`config.mk`:
```
export PLATFORM = sky130hd
export DESIGN_NAME = smb_shift_reg
export DESIGN_NICKNAME = d
export VERILOG_FILES = /design/src/rtl/smb_pkg.sv /design/src/rtl/smb_bit_counter.sv /design/src/rtl/smb_shift_core.sv /design/src/rtl/smb_shift_reg.sv
export SDC_FILE = /design/constraint.sdc
export NUM_CORES = 1
export LEC_CHECK = 0
export ABC_AREA = 1
export BUFFER_PORTS_ARGS = -buffer_cell sky130_fd_sc_hd__buf_2
export CAP_MARGIN = 25
export CORE_MARGIN = 5
export CORE_UTILIZATION = 26
export CTS_CLUSTER_SIZE = 12
export DETAILED_ROUTE_END_ITERATION = 10
export GPL_TIMING_DRIVEN = 0
export PLACE_DENSITY = 0.55
export SYNTH_ARGS = -nofsm -noshare
export SYNTH_HDL_FRONTEND = slang
export SYNTH_HIERARCHICAL = 1
export SYNTH_SLANG_ARGS = --single-unit
```
`constraint.sdc`:
```
create_clock -name clk -period 1.2 [get_ports clk]
set_input_delay 0.24 -clock clk [delete_from_list [all_inputs] [get_ports clk]]
set_output_delay 0.24 -clock clk [all_outputs]
set_load 0.02 [all_outputs]
```
`src/rtl/smb_pkg.sv`:
```
package smb_pkg;

    localparam int unsigned SMB_DATA_W = 8;

    typedef enum logic [1:0] {
        ACT_HOLD  = 2'd0,
        ACT_LOAD  = 2'd1,
        ACT_SHIFT = 2'd2
    } reg_act_e;

endpackage

```
`src/rtl/smb_bit_counter.sv`:
```
module smb_bit_counter #(
    parameter int unsigned DATA_W = smb_pkg::SMB_DATA_W,
    localparam int unsigned CNT_W = $clog2(DATA_W)
) (
    input  logic clk,
    input  logic rst_n,
    input  logic clear,
    input  logic inc,
    output logic last_bit
);

    typedef struct packed {
        logic [CNT_W-1:0] cnt;
    } cnt_state_t;

    localparam logic [CNT_W-1:0] LAST = CNT_W'(DATA_W - 1);

    cnt_state_t st_d, st_q;

    always_comb begin
        st_d = st_q;
        if (clear) begin
            st_d.cnt = '0;
        end else if (inc) begin
            if (st_q.cnt == LAST) begin
                st_d.cnt = '0;
            end else begin
                st_d.cnt = st_q.cnt + 1'b1;
            end
        end
    end

    always_ff @(posedge clk or negedge rst_n) begin
        if (!rst_n) begin
            st_q <= '0;
        end else begin
            st_q <= st_d;
        end
    end

    assign last_bit = (st_q.cnt == LAST);

endmodule

```
`src/rtl/smb_shift_core.sv`:
```
module smb_shift_core #(
    parameter int unsigned DATA_W = smb_pkg::SMB_DATA_W
) (
    input  logic              clk,
    input  logic              rst_n,
    input  logic              wr_en,
    input  logic [DATA_W-1:0] wr_data,
    input  logic              ack,
    input  logic              tx_mode,
    input  logic              strobe,
    input  logic              sda_in,
    input  logic              last_bit,
    output logic              take_bit,
    output logic              rearm,
    output logic [DATA_W-1:0] data,
    output logic              flag,
    output logic              lost,
    output logic              pull_low
);
    import smb_pkg::*;

    typedef struct packed {
        logic [DATA_W-1:0] data;
        logic              flag;
        logic              lost;
    } core_state_t;

    core_state_t st_d, st_q;
    reg_act_e    act;
    logic        released;

    // Choose the register action for this cycle.
    always_comb begin
        act = ACT_HOLD;
        if (st_q.flag) begin
            if (wr_en) begin
                act = ACT_LOAD;
            end
        end else if (strobe) begin
            act = ACT_SHIFT;
        end
    end

    assign take_bit = (act == ACT_SHIFT);
    assign rearm    = st_q.flag && ack;
    assign released = !(tx_mode && !st_q.lost && !st_q.data[DATA_W-1]);

    always_comb begin
        st_d = st_q;
        unique case (act)
            ACT_LOAD:  st_d.data = wr_data;
            ACT_SHIFT: st_d.data = {st_q.data[DATA_W-2:0], sda_in};
            default:   st_d.data = st_q.data;
        endcase
        if (act == ACT_SHIFT) begin
            if (tx_mode && released && !sda_in) begin
                st_d.lost = 1'b1;
            end
            if (last_bit) begin
                st_d.flag = 1'b1;
            end
        end
        if (rearm) begin
            st_d.flag = 1'b0;
            st_d.lost = 1'b0;
        end
    end

    always_ff @(posedge clk or negedge rst_n) begin
        if (!rst_n) begin
            st_q.data <= '0;
            st_q.flag <= 1'b1;
            st_q.lost <= 1'b0;
        end else begin
            st_q <= st_d;
        end
    end

    assign data     = st_q.data;
    assign flag     = st_q.flag;
    assign lost     = st_q.lost;
    assign pull_low = !st_q.flag && !released;

endmodule

```
`src/rtl/smb_shift_reg.sv`:
```
module smb_shift_reg #(
    parameter int unsigned DATA_W = smb_pkg::SMB_DATA_W
) (
    input  logic              clk,
    input  logic              rst_n,
    input  logic              cpu_wr_en,
    input  logic [DATA_W-1:0] cpu_wr_data,
    input  logic              cpu_ack,
    output logic [DATA_W-1:0] cpu_rd_data,
    input  logic              tx_mode,
    input  logic              shift_strobe,
    input  logic              sda_in,
    output logic              sda_pull_low,
    output logic              byte_done,
    output logic              arb_lost
);

    logic take_bit;
    logic rearm;
    logic last_bit;

    smb_bit_counter #(.DATA_W(DATA_W)) u_cnt (
        .clk      (clk),
        .rst_n    (rst_n),
        .clear    (rearm),
        .inc      (take_bit),
        .last_bit (last_bit)
    );

    smb_shift_core #(.DATA_W(DATA_W)) u_core (
        .clk      (clk),
        .rst_n    (rst_n),
        .wr_en    (cpu_wr_en),
        .wr_data  (cpu_wr_data),
        .ack      (cpu_ack),
        .tx_mode  (tx_mode),
        .strobe   (shift_strobe),
        .sda_in   (sda_in),
        .last_bit (last_bit),
        .take_bit (take_bit),
        .rearm    (rearm),
        .data     (cpu_rd_data),
        .flag     (byte_done),
        .lost     (arb_lost),
        .pull_low (sda_pull_low)
    );

endmodule

```
# [After elaboration in Yosys (flattened, before gate mapping)]
# Index checks and enable logic that the tools add are counted.
[word_totals] ramBits=0 mem_count=0 wordCells=36 output_inout_bits=11 latchBits=0 rom_bits=0 register_bits=13
[classes] div=0 multipliers=0 eq_ne=3 shifts=0 order_cmp=0 n_reduce_logical=17 bitwise=0 addsub=1 n_mux=11
[ops] cell="8-bit one-hot mux with 2 select lines" n=1
[ops] cell="3-bit two-way mux" n=3
[ops] cell="2-bit two-way mux" n=4
[ops] cell="2-bit nonzero test" n=4
[ops] cell="1-bit logical AND" n=6
[ops] cell="1-bit zero test" n=5
[ops] cell="2-bit AND reduction" n=2
[ops] cell="3-bit by 1-bit adder with 3-bit output, second input constant" n=1
[ops] cell="3-bit equality test, second input constant" n=1
[ops] cell="1-bit two-way mux" n=3
[ops] cell="2-bit by 1-bit equality test with 1-bit output, second input constant" n=1
[ops] cell="2-bit equality test, second input constant" n=1

# [Longest topological paths before layout]
[depth] depth_word=9 mapped_depth=6 depth_no_buf=6

# [Hierarchy]
# The synthesis kept the hierarchy.
[modules_own_cells] module="smb_shift_core" cells_per_inst=82 n_inst=1 area_each_um2=559.3 seq_area_each_um2=251.5
[modules_own_cells] module="smb_bit_counter" cells_per_inst=17 n_inst=1 area_each_um2=151.4 seq_area_each_um2=75.1

# [Worst setup path before layout]
# No wires, ideal clock.
[synth_path] path_type="register to output" start="reg, netlist name u_core/lost" end="out sda_pull_low" arrival_ns=1.026 path_stages_with_launch=4 n_path_buf=0 slack_ns=-0.066 t_required_ns=0.960 cell_sequence="dfrtp_1 > inv_1 > nand2_1 > nor3_1"
[synth_via] elab_chain_cells=4
[synth_rtl] item="1-bit zero test" line_no="smb_shift_core.sv:46" source="assign released = !(tx_mode && !st_q.lost && !st_q.data[DATA_W-1]);"
[synth_rtl] item="1-bit logical AND (2 in a row)" line_no="smb_shift_core.sv:46"
[synth_rtl] item="1-bit logical AND" line_no="smb_shift_core.sv:82" source="assign pull_low = !st_q.flag && !released;"
[synth_rtl] item="end: declaration" line_no="smb_shift_reg.sv:13" source="output logic sda_pull_low,"
# No other way between the ends.

# [Worst setup path after layout]
[layout_path] start="reg, netlist name u_core/flag" end="out sda_pull_low"
[layout_via] elab_chain_cells=2
[layout_rtl] item="1-bit zero test" line_no="smb_shift_core.sv:82"
[layout_rtl] item="1-bit logical AND" line_no="smb_shift_core.sv:82"
# No other way between the ends.

==> metrics.md <==
| Metric | Value |
|---|---|
| Worst-skew pair later-pin latency | `approximately 0.27 ns` |
| WL met3 | `94 µm` |
| Worst EP required | `roughly 0.96 ns` |
| Worst r2r dst | `u_core/data[6]$_DFFE_PN0P_` |
| Share of the synthesized area in the top cell type | `42.3%` |
| Worst min path class | `in2reg` |
| Average size of a mapped cell | `7.18 µm²` |
| TritonCTS clock tree | `built` |
| WL met1 | `about 850 µm` |
| Core area | `0.00269 mm²` |
| Period minus WS final | `1.29 ns` |
| TritonRoute pass-1 iters | `4` |
| R2R Path Start | `u_core/flag$_DFFE_PN1P_` |
| Vias/cell | `4.43` |
| Final-stage net count | `around 150` |
| Failing checks | `negative setup slack` |
| Fin worst setup slack | `-0.0907 ns` |
| Maximum clock path buffer count | `2` |
| First-pass GRT wire length | `3050 µm` |
| WL per Instance | `11.3 µm` |
| Top post-synthesis cells by area | `dfrtp_1 (42%), nand2_1 (21%), inv_1 (9.5%)` |
| Fill count | `299` |
| Clock slew at reported path FFs | `~0.08 ns` |
| Worst reg2reg path depth | `7` |
| Final ANT Viol Nets | `0` |
| Final hold vios | `0` |
| Die extent in x | `62.3 µm` |
| DR top layer | `met3` |
| Skew final | `0.00382 ns` |
| Worst-margin pin slew | `0.310 ns` |
| YS warnings | `6` |
| Top cell type by total area after synthesis | `dfrtp_1` |
| Worst slew margin | `79.3%` |
| Worst-path fanout max | `4` |
| Share of cells above drive strength 1 | `43.4%` |
| DP HPWL | `1310 µm` |
| Final Power | `around 1900 µW` |
| N_diodes | `0` |
| Yosys reg bits | `13` |
| Final Setup Violations | `13` |
| Max stage delay on crit path | `between 0.5 and 0.6 ns` |
| Final count of pins violating max slew | `0` |
| Initial Util | `26.5%` |
| WP data arrival | `1.05 ns` |
| RePlAce Congestion | `around 0.72` |
| Final period util | `108%` |
| Lkg Pwr | `0.000610 µW` |
| Layout area overhead | `48.8%` |
| H-tree depth | `1` |
| Largest net degree at the start of global routing | `14` |
| Die height | `62.3 µm` |
| Met2 wire length | `between 900 and 1000 µm` |
| DRT Wirelength | `roughly 1900 µm` |
| Kind of critical path | `reg2out` |
| Port Buf Inserts | `25` |
| Slowest CP cell | `dfstp_2` |
| Critical-path cell list | `nor3_2 -> buf_4` |
| Starting DRT DRC Count | `8` |
| Die Area | `between 0.003 and 0.004 mm²` |
| RSZ-0062 raised after global routing | `true` |
| Clock root buffer | `clkbuf_4` |
| Hold WS | `0.125 ns` |
| WHS Endpoint | `u_core/flag$_DFFE_PN1P_` |
| Worst path bufs/invs | `1` |
| Status | `finished, violations left` |
| Post-synth net total | `116` |
| Boundary pin count | `26` |
| Endpoint class of the critical path | `output pin` |
| Post-Synthesis Cells | `99` |
| Vias in the first global route | `approximately 700` |
| DRC | `0` |
| Row count | `19` |
| Maximum vdd ir drop | `about 0.00076 V` |
| Post-Syn Area | `711 µm²` |
| Cell family with most CP delay | `flip-flops` |
| Crit path launch type | `flop` |
| Synth unique cells | `16` |
| Hold path start | `cpu_ack` |
| Sequential fraction of the synthesis area | `46.0%` |
| Pwr Density | `1800 mW/mm²` |
| Total CTS buffers | `3` |
| Gr usage total | `approximately a tenth` |
| Total of max-cap violations | `0` |
| Total congestion overflow | `0` |
| Sink Count | `13` |
| F_max | `0.775 GHz` |
| Setup slack, reg-to-reg | `-0.06 ns` |
| Hold Path Cell Cnt | `2` |
| Total number of vias | `739` |
| Initial antenna violation count | `0` |
## synthesized netlist by cell type
cell and count:
dfstp_2 1, nand3_1 9, nor2_2 2, buf_6 1, a21oi_1 1, o21ai_0 4
or2_2 1, nand2_2 2, inv_1 18, or2_1 2, nor3_1 1, nor2_1 1
inv_2 2, nand2_1 40, dfrtp_1 12, ha_1 2
## repair_timing
action	in CTS	in global routing
setup endpoints to repair	10	14
endpoints found under the hold margin	12	0
setup buffers	3	2
pin swaps	1	15
resized for setup	7	20
gates cloned	1	1
hold buffers	1	0
## logic make-up (layout without fill, tap and decap cells)
kind of cell,count (synthesis),in the layout,synth area share (%)
flops,13,13,46.0
simple gates,58,59,34.9
fa+ha+maj,2,2,3.52
compound gates,5,5,3.52
buf+inv,21,57,12.1
## state kept, by name, indices dropped and copies added, names as in the netlist
signal / count
u_cnt/st_q: 3
u_core/data: 8
u_core/lost: 1
u_core/flag: 1
## how the worst max path moves through the flow
stage	startpoint	end	slack (ns)	cells past startpoint
2_1_floorplan	u_core/flag$_DFFE_PN1P_	u_core/data[7]$_DFFE_PN0P_	0.04	5
3_3_place_gp	u_core/flag$_DFFE_PN1P_	u_core/data[5]$_DFFE_PN0P_	-0.02	5
3_5_place_dp	u_core/flag$_DFFE_PN1P_	u_core/data[4]$_DFFE_PN0P_	-0.04	5
4_1_cts	u_core/flag$_DFFE_PN1P_	sda_pull_low	-0.1	2
5_1_grt	u_core/flag$_DFFE_PN1P_	u_core/data[6]$_DFFE_PN0P_	-0.15	7
6_report	u_core/flag$_DFFE_PN1P_	sda_pull_low	-0.09	2
## layer usage
metal  vias up  global-route usage (%)
li1        370                       -
met1       349                    11.9
met2        20                    15.8
met3         0                    1.98
met4         0                    3.18
met5         -                       0
## cell usage in the layout (no fill, tap or decap), types with 2 or more instances in the layout
cell / Yosys / layout
buf_2: 0 / 24
buf_4: 0 / 3
buf_6: 1 / 4
clkbuf_4: 0 / 3
dfrtp_1: 12 / 12
ha_1: 2 / 2
inv_1: 18 / 16
inv_2: 2 / 2
inv_4: 0 / 2
nand2_1: 40 / 35
nand2_2: 2 / 5
nand2_4: 0 / 2
nand3_1: 9 / 5
nand3_2: 0 / 4
nor2_2: 2 / 2
o21ai_2: 0 / 3
or2_1: 2 / 2
## power breakdown
| group | internal (µW) | leakage [µW] | switching, µW |
|---|---|---|---|
| logic | 379 | 0.000442 | 535 |
| registers | 604 | 0.000152 | 123 |
| clock network | 128 | 0.0000150 | 136 |
## stage by stage
step	worst slack (ns)	util, %	std cells	TNS [ns]	area (µm²)
2_1_floorplan	0.0371	-	99	0	716
3_3_place_gp	-0.0199	32.7	155	-0.116	880
3_5_place_dp	-0.0434	32.7	155	-0.307	880
4_1_cts	-0.0960	36.5	164	-0.541	981
5_1_grt	-0.150	39.4	167	-1.37	1060
6_report	-0.0907	39.4	167	-0.451	1060
## cell type report
cell class / instances / area (µm²) / area share (%)
Sequential cell: 13 / 327 / 30.9
Multi-Input combinational cell: 66 / 368 / 34.8
Timing Repair Buffer: 32 / 206 / 19.5
Clock buffer: 4 / 26.3 / 2.49
Buffer: 1 / 11.3 / 1.07
Inverter: 20 / 80.1 / 7.57
Tap cell: 31 / 38.8 / 3.67
No activity file was read; power rests on OpenSTA's default activity.
